--- src/rtl/bus_lock_pkg.sv ---
package bus_lock_pkg;
    typedef enum logic [1:0] {
        TR_IDLE = 2'b00,
        TR_BUSY = 2'b01,
        TR_NSEQ = 2'b10,
        TR_SEQ  = 2'b11
    } trans_e;
endpackage

--- src/rtl/lk_pick.sv ---
module lk_pick #(
    parameter int N  = 4,
    parameter int IW = 2
) (
    input  logic [N-1:0]  req,
    output logic          any,
    output logic [IW-1:0] idx,
    output logic [N-1:0]  oh
);
    // lowest index wins: isolate lowest set bit
    assign any = |req;
    assign oh  = req & (~req + N'(1));

    always_comb begin
        idx = '0;
        for (int i = N - 1; i >= 0; i--) begin
            if (req[i]) idx = IW'(i);
        end
    end
endmodule

--- src/rtl/lk_drain.sv ---
module lk_drain #(
    parameter int N = 4
) (
    input  logic [N-1:0] inflight,
    input  logic [N-1:0] cand_oh,
    output logic         drained
);
    // the candidate's own traffic does not block its grant
    assign drained = ((inflight & ~cand_oh) == '0);
endmodule

--- src/rtl/lk_gate.sv ---
module lk_gate
    import bus_lock_pkg::*;
#(
    parameter int N = 4
) (
    input  logic [N-1:0]   blocked,
    input  logic [2*N-1:0] trans,
    input  logic [N-1:0]   waited_q,
    input  logic [N-1:0]   inflight,
    input  logic [N-1:0]   rdy,
    output logic [N-1:0]   permit,
    output logic [N-1:0]   stall,
    output logic [N-1:0]   waited_d
);
    for (genvar g = 0; g < N; g++) begin : g_mst
        logic [1:0] tr;
        logic       hold;
        assign tr          = trans[2*g +: 2];
        // BUSY and SEQ share bit 0; a waited transfer must not change
        assign hold        = tr[0] | waited_q[g];
        assign permit[g]   = ~blocked[g] | hold;
        assign stall[g]    = ~permit[g] & (tr == TR_NSEQ) & ~inflight[g];
        assign waited_d[g] = (tr != TR_IDLE) & ~rdy[g] & permit[g];
    end
endmodule

--- src/rtl/bus_lock_arbiter.sv ---
module bus_lock_arbiter #(
    parameter int N_MST = 4,
    localparam int IW = (N_MST > 1) ? $clog2(N_MST) : 1
) (
    input  logic               clk,
    input  logic               rst_n,
    input  logic [N_MST-1:0]   lock_req,
    input  logic [2*N_MST-1:0] trans,
    input  logic [N_MST-1:0]   rdy,
    input  logic [N_MST-1:0]   inflight,
    output logic [N_MST-1:0]   stall,
    output logic [N_MST-1:0]   permit,
    output logic [IW-1:0]      owner_idx,
    output logic               owner_vld
);
    typedef struct packed {
        logic             vld;
        logic [IW-1:0]    own;
        logic [N_MST-1:0] waited;
    } st_t;

    st_t st_q, st_d;

    logic             cand_any;
    logic [IW-1:0]    cand_idx;
    logic [N_MST-1:0] cand_oh;
    logic             drained;
    logic             pend;
    logic [N_MST-1:0] own_oh;
    logic [N_MST-1:0] blocked;
    logic [N_MST-1:0] waited_nx;

    lk_pick #(.N(N_MST), .IW(IW)) u_pick (
        .req (lock_req),
        .any (cand_any),
        .idx (cand_idx),
        .oh  (cand_oh)
    );

    lk_drain #(.N(N_MST)) u_drain (
        .inflight (inflight),
        .cand_oh  (cand_oh),
        .drained  (drained)
    );

    assign pend    = cand_any & ~st_q.vld;
    assign own_oh  = N_MST'(1) << st_q.own;
    assign blocked = st_q.vld ? ~own_oh : {N_MST{pend}};

    lk_gate #(.N(N_MST)) u_gate (
        .blocked  (blocked),
        .trans    (trans),
        .waited_q (st_q.waited),
        .inflight (inflight),
        .rdy      (rdy),
        .permit   (permit),
        .stall    (stall),
        .waited_d (waited_nx)
    );

    always_comb begin
        st_d        = st_q;
        st_d.waited = waited_nx;
        if (st_q.vld) begin
            if (((lock_req & own_oh) == '0) && ((rdy & own_oh) != '0)) begin
                st_d.vld = 1'b0;
            end
        end else if (pend && drained) begin
            st_d.vld = 1'b1;
            st_d.own = cand_idx;
        end
    end

    always_ff @(posedge clk or negedge rst_n) begin
        if (!rst_n) st_q <= '0;
        else        st_q <= st_d;
    end

    assign owner_idx = st_q.own;
    assign owner_vld = st_q.vld;
endmodule

--- config.mk ---
export PLATFORM = sky130hd
export DESIGN_NAME = bus_lock_arbiter
export DESIGN_NICKNAME = d
export VERILOG_FILES = /design/src/rtl/bus_lock_pkg.sv /design/src/rtl/lk_pick.sv /design/src/rtl/lk_drain.sv /design/src/rtl/lk_gate.sv /design/src/rtl/bus_lock_arbiter.sv
export SDC_FILE = /design/constraint.sdc
export NUM_CORES = 1
export LEC_CHECK = 0
export BUFFER_PORTS_ARGS = -buffer_cell sky130_fd_sc_hd__buf_2
export CAP_MARGIN = 40
export CORE_AREA = 2 2 39 41
export DETAILED_ROUTE_END_ITERATION = 16
export DIE_AREA = 0 0 41 43
export HOLD_SLACK_MARGIN = 0.08
export PLACE_DENSITY = 0.84
export SYNTH_ARGS = -nofsm -noshare
export SYNTH_HDL_FRONTEND = slang
export SYNTH_SLANG_ARGS = --single-unit
--- constraint.sdc ---
create_clock -name clk -period 1.52 [get_ports clk]
set_input_delay 0.152 -clock clk [delete_from_list [all_inputs] [get_ports clk]]
set_output_delay 0.152 -clock clk [all_outputs]
set_load 0.01 [all_outputs]
==> run metrics, run 1 <==
final clock skew=15.7 ps; Peak VDD IR=0.673 mV; gr ovfl total=0; Setup Viol. Count Final=5; Tcrit/Tclk final=1.03; CTS H-tree depth=1; CTS tree=done; RSZ-0062 raised after global routing=yes; clock sink count=7; Pre-antenna DRT Iters=4; Detail Route Antenna Nets=0; per-cell routed wire length=13.9 um; first-pass GRT wire length=2440 um; Worst Hold Class=in2reg; sequential share of the synthesized area=0.350; CP Data Required Time=1370 ps; Pwr per Cell Area=1160 nW/um2; Area after DPL=703 um2; largest family of logic cells by synthesized area=simple AND/OR/NAND/NOR gates; Mapped Area=500 um2; Final Hold Viols=0; Routed WL=1700 um; fin crit period=1570 ps; crit path capture type=output port; Final Cell Area=792 um2; Post-Synth XOR/XNOR Area=0; Layout Nets=129; synth warn=0; Initial Util=0.362; post-synthesis mux area share=0.0425; via count=684; fin util=0.572; vias per cell=5.61; Post-Syn Area per Cell=7.94 um2; distinct cell type count of the synthesized netlist=20; CTS clk-pin slew, worst paths=70 ps; CTS Buffer Depth=2; status=finished with violations; Iter 0 DRT Violations=30; Synth Area in Simple Gates=0.258; layout cells sized above 1=0.509; Adder-Cell Fraction of Synth Area=0; num rows=14; chip width=41 um; largest net degree at the start of global routing=8; most frequent cells in the layout=buf_2 (32), buf_4 (8), inv_1 (7); DPL Wire Length=1220 um; overall power=0.919 mW; DRC violation count after routing=0; worst-skew pair later-pin latency=270 ps; Clock power frac=0.201; max-cap check violation count=0; Diodes inserted=0; Flop pwr share=0.316; initial antenna violation count=0; RePlAce Congestion=0.934; f_max=636 MHz; fin cells=122; I/O pins=33; Placed Cells=114; Power Internal=0.553 mW; Final WS setup=-51.6 ps; Leak=0.419 nW; cells after synthesis=63; Psw=0.366 mW; total track usage=0.211; failing checks=setup timing; WS Path Type=reg2out; most common cell after layout, fill and taps aside=buf_2; Critical Path Fanout Max=7; Setup crit start kind=flip-flop; CTS root buf=clkbuf_4; die area=1760 um2; Final Max Slew Viols=0; core area=1380 um2; Synth Register Bits=7; worst slew pin tran=288 ps; vias in the first global route=565; Max-slew headroom=0.806; Post-Synthesis Net Count=85; IO Port Bufs=32; combinational power share=0.483; total CTS buffers=3; Switching Fraction=0.399; Compound-Gate Fraction of Synth Area=0.253; CP arrival=1420 ps; chip height=43 um; area grow syn2layout=58.3%
what timing repair did:
item	in CTS	in global routing
resized for setup	10	2
endpoints found under the setup margin	7	7
hold buffers	1	0
pin swaps	3	3
setup buffers	2	1
endpoints found under the hold margin	7	0
state kept, by name, indices dropped and copies added (netlist names):
signal / cells
owner_idx: 2
st_q: 4
owner_vld: 1
path summary, 6_finish.rpt:
path	from	end	slack, ps	cells after the start
max	owner_vld	stall[1]	-50	5
min	rdy[2]	st_q[2]	100	2
max reg2reg	owner_vld	owner_idx[0]	210	3
min reg2reg	st_q[1]	st_q[1]	590	2
max in group asynchronous	rst_n	owner_idx[1]	1070	2
min in group asynchronous	rst_n	st_q[2]	250	2
final cells by class:
class                   instances  area, um2
clock buffers                   4       26.3
fillers                       127        592
inverters                       9       33.8
multi-input cells              45        303
flip-flops and latches          7        179
well taps                      16       20.0
repair buffers                 41        230
Yosys cell counts (all sizes together):
cell type  number  area share
a21oi           8       0.080
a311oi          1       0.018
a31oi           1       0.013
and3b           1       0.018
and4b           4       0.080
buf             2       0.030
dfrtp           7        0.35
inv             9       0.067
mux2            1       0.022
mux2i           1       0.020
nand2           4       0.030
nand2b          5       0.063
nand4           1       0.013
nor2            2       0.015
nor3b           1       0.015
nor4            1       0.013
o21ai           8       0.080
o22ai           5       0.063
or3             1       0.013
through the flow:
stage	TNS, ps	hold slack (ps)	setup slack [ps]
after floorplan	0	-144	260
after global placement	-300	-6.95	-62.2
after detailed placement	-454	-1.48	-89.4
after CTS	-30.5	101	-19.2
after global routing	-349	107	-72.2
final	-127	96.4	-51.6
critical path, stage by stage, from the launching register on:
cell and delay, ps:
dfrtp_2 450, inv_2 100, o21ai_4 90, a21oi_2 180, and4b_1 200, buf_2 130
power by group through the flow:
| stage | Clock (mW) | Combinational [mW] | Sequential, mW |
|---|---|---|---|
| floorplan | 0 | 0.204 | 0.273 |
| global placement | 0 | 0.331 | 0.282 |
| detailed placement | 0 | 0.340 | 0.288 |
| CTS | 0.183 | 0.417 | 0.285 |
| global route | 0.193 | 0.476 | 0.294 |
| finish | 0.185 | 0.443 | 0.290 |
cell families (layout without fill, tap and decap cells):
group / count (synthesis) / in the layout
buffers and inverters: 11 / 54
muxes: 2 / 2
AOI/OAI and AO/OA: 23 / 23
and+or+nand+nor: 20 / 20
DFF: 7 / 7
metal layers:
layer | GRT usage | share of wire
met1 | 0.240 | 0.36
met2 | 0.344 | 0.51
met3 | 0.0366 | 0.080
met4 | 0.127 | 0.051
met5 | 0 | 0
Note: power is estimated with default switching activity, not from simulation.
==> run 2: changes to the inputs <==
TNS_END_PERCENT = 50   (was not set)
==> run 2 against run 1 <==
Count of clock-buffer cells in the layout unchanged. The flow still finishes with violations (setup timing). Critical endpoint unchanged. Non-clock buffer count stayed put. Critical path depth is the same. Worst hold slack stayed put.
==> run metrics, run 2 (synthesis gave the netlist of run 1 again) <==
chip height=43 um; DRC violation count after routing=0; CTS Buffer Depth=2; RSZ-0062 raised after global routing=yes; Setup Viol. Count Final=5; vias per cell=5.61; Worst Hold Class=in2reg; clock sink count=7; via count=684; Fill cells=127; core area=1380 um2; DPL Wire Length=1220 um; Pre-antenna DRT Iters=4; Routed WL=1700 um; Pwr per Cell Area=1160 nW/um2; Crit Reg-Reg Startpoint=owner_vld; f_max=636 MHz; Peak VDD IR=0.673 mV; layout cells sized above 1=0.509; Final Max Slew Viols=0; area grow syn2layout=58.3%; WS Path Type=reg2out; fin crit period=1570 ps; Diodes inserted=0; Worst Hold End=st_q[2]; most common cell after layout, fill and taps aside=buf_2; IO Port Bufs=32; most frequent cells in the layout=buf_2 (32), buf_4 (8), inv_1 (7); first-pass GRT wire length=2440 um; Final Hold Viols=0; total track usage=0.211; worst-skew pair later-pin latency=270 ps; area of the multi-input gates=303 um2; Top reg by flops=st_q; num rows=14; failing checks=setup timing; busiest grt layer=met2; CTS H-tree depth=1; Detail Route Antenna Nets=0; Iter 0 DRT Violations=30; WHS=96.4 ps; gr ovfl total=0; setup slack, reg-to-reg=210 ps; worst slew pin tran=288 ps; GR met1 Demand/Resource=0.240; total CTS buffers=3; largest net degree at the start of global routing=8; CTS tree=done; CP Data Required Time=1370 ps; Layout Nets=129; crit path capture type=output port; CTS root buf=clkbuf_4; Setup crit start kind=flip-flop; Initial Util=0.362; per-cell routed wire length=13.9 um; CTS clk-pin slew, worst paths=70 ps; Reg2Reg Depth=3; Max-slew headroom=0.806; final clock skew=15.7 ps; I/O pins=33; pre-CTS WS=-89.4 ps; die area=1760 um2; Tcrit/Tclk final=1.03; CP arrival=1420 ps; Final WS setup=-51.6 ps; GR met2 Demand/Resource=0.344; vias in the first global route=565; FF-to-FF End=owner_idx[0]; initial antenna violation count=0; chip width=41 um; Hold Path Origin=rdy[2]; hold depth=2; met3 Use GR=0.0366; Leak=0.419 nW; max reg flops=4; Critical Path Fanout Max=7; max-cap check violation count=0; RePlAce Congestion=0.934; FF/Latch Area=179 um2; status=finished with violations
## run 2: cell counts in the layout (fill, tap and decap cells not counted)
No cell type changed its count.
## run 2: repair_timing
action | in CTS | in global routing
gates resized for setup | 10 | 2
hold endpoints to repair | 7 | 0
hold buffers | 1 | 0
buffers inserted | 2 | 1
setup endpoints to repair | 7 | 7
pin swaps | 3 | 3
## run 2: report_power, final
group,internal [mW],switching [mW],leakage (nW)
Combinational,0.218,0.226,0.320
Clock,0.101,0.0841,0.0150
Sequential,0.234,0.0564,0.0845
## run 2: layout make-up
cell class / instances / area share
multi-input cells: 45 / 0.382
repair buffers: 41 / 0.291
flip-flops and latches: 7 / 0.226
inverters: 9 / 0.0427
clock buffers: 4 / 0.0332
well taps: 16 / 0.0253
## run 2: per-stage QoR
step / instances / util / power [mW] / setup TNS (ps) / cell area, um2
3_5_place_dp: 114 / 0.508 / 0.627 / -454 / 703
6_report: 122 / 0.572 / 0.919 / -127 / 792
3_3_place_gp: 114 / 0.508 / 0.613 / -300 / 703
2_1_floorplan: 63 / - / 0.477 / 0 / 500
4_1_cts: 121 / 0.566 / 0.885 / -30.5 / 783
5_1_grt: 122 / 0.572 / 0.964 / -349 / 792
## run 2: worst max-delay path by stage
stage	cells past startpoint	end	from
3_5_place_dp	6	stall[1]	lock_req[2]
2_1_floorplan	4	stall[0]	lock_req[2]
4_1_cts	5	stall[1]	owner_idx[0]
5_1_grt	5	stall[0]	owner_vld
3_3_place_gp	6	stall[3]	lock_req[2]
6_report	5	stall[1]	owner_vld
## run 2: worst max-delay path, stage by stage, from the launching register on
cell and delay [ps]:
dfrtp_2 450, inv_2 100, o21ai_4 90, a21oi_2 180, and4b_1 200, buf_2 130
## run 2: metal layers
metal,wire [um],share of wire,vias to the layer above
li1,-,-,320
met1,607,0.36,309
met2,870,0.51,39
met3,136,0.080,16
met4,86,0.051,0
met5,0,0,-
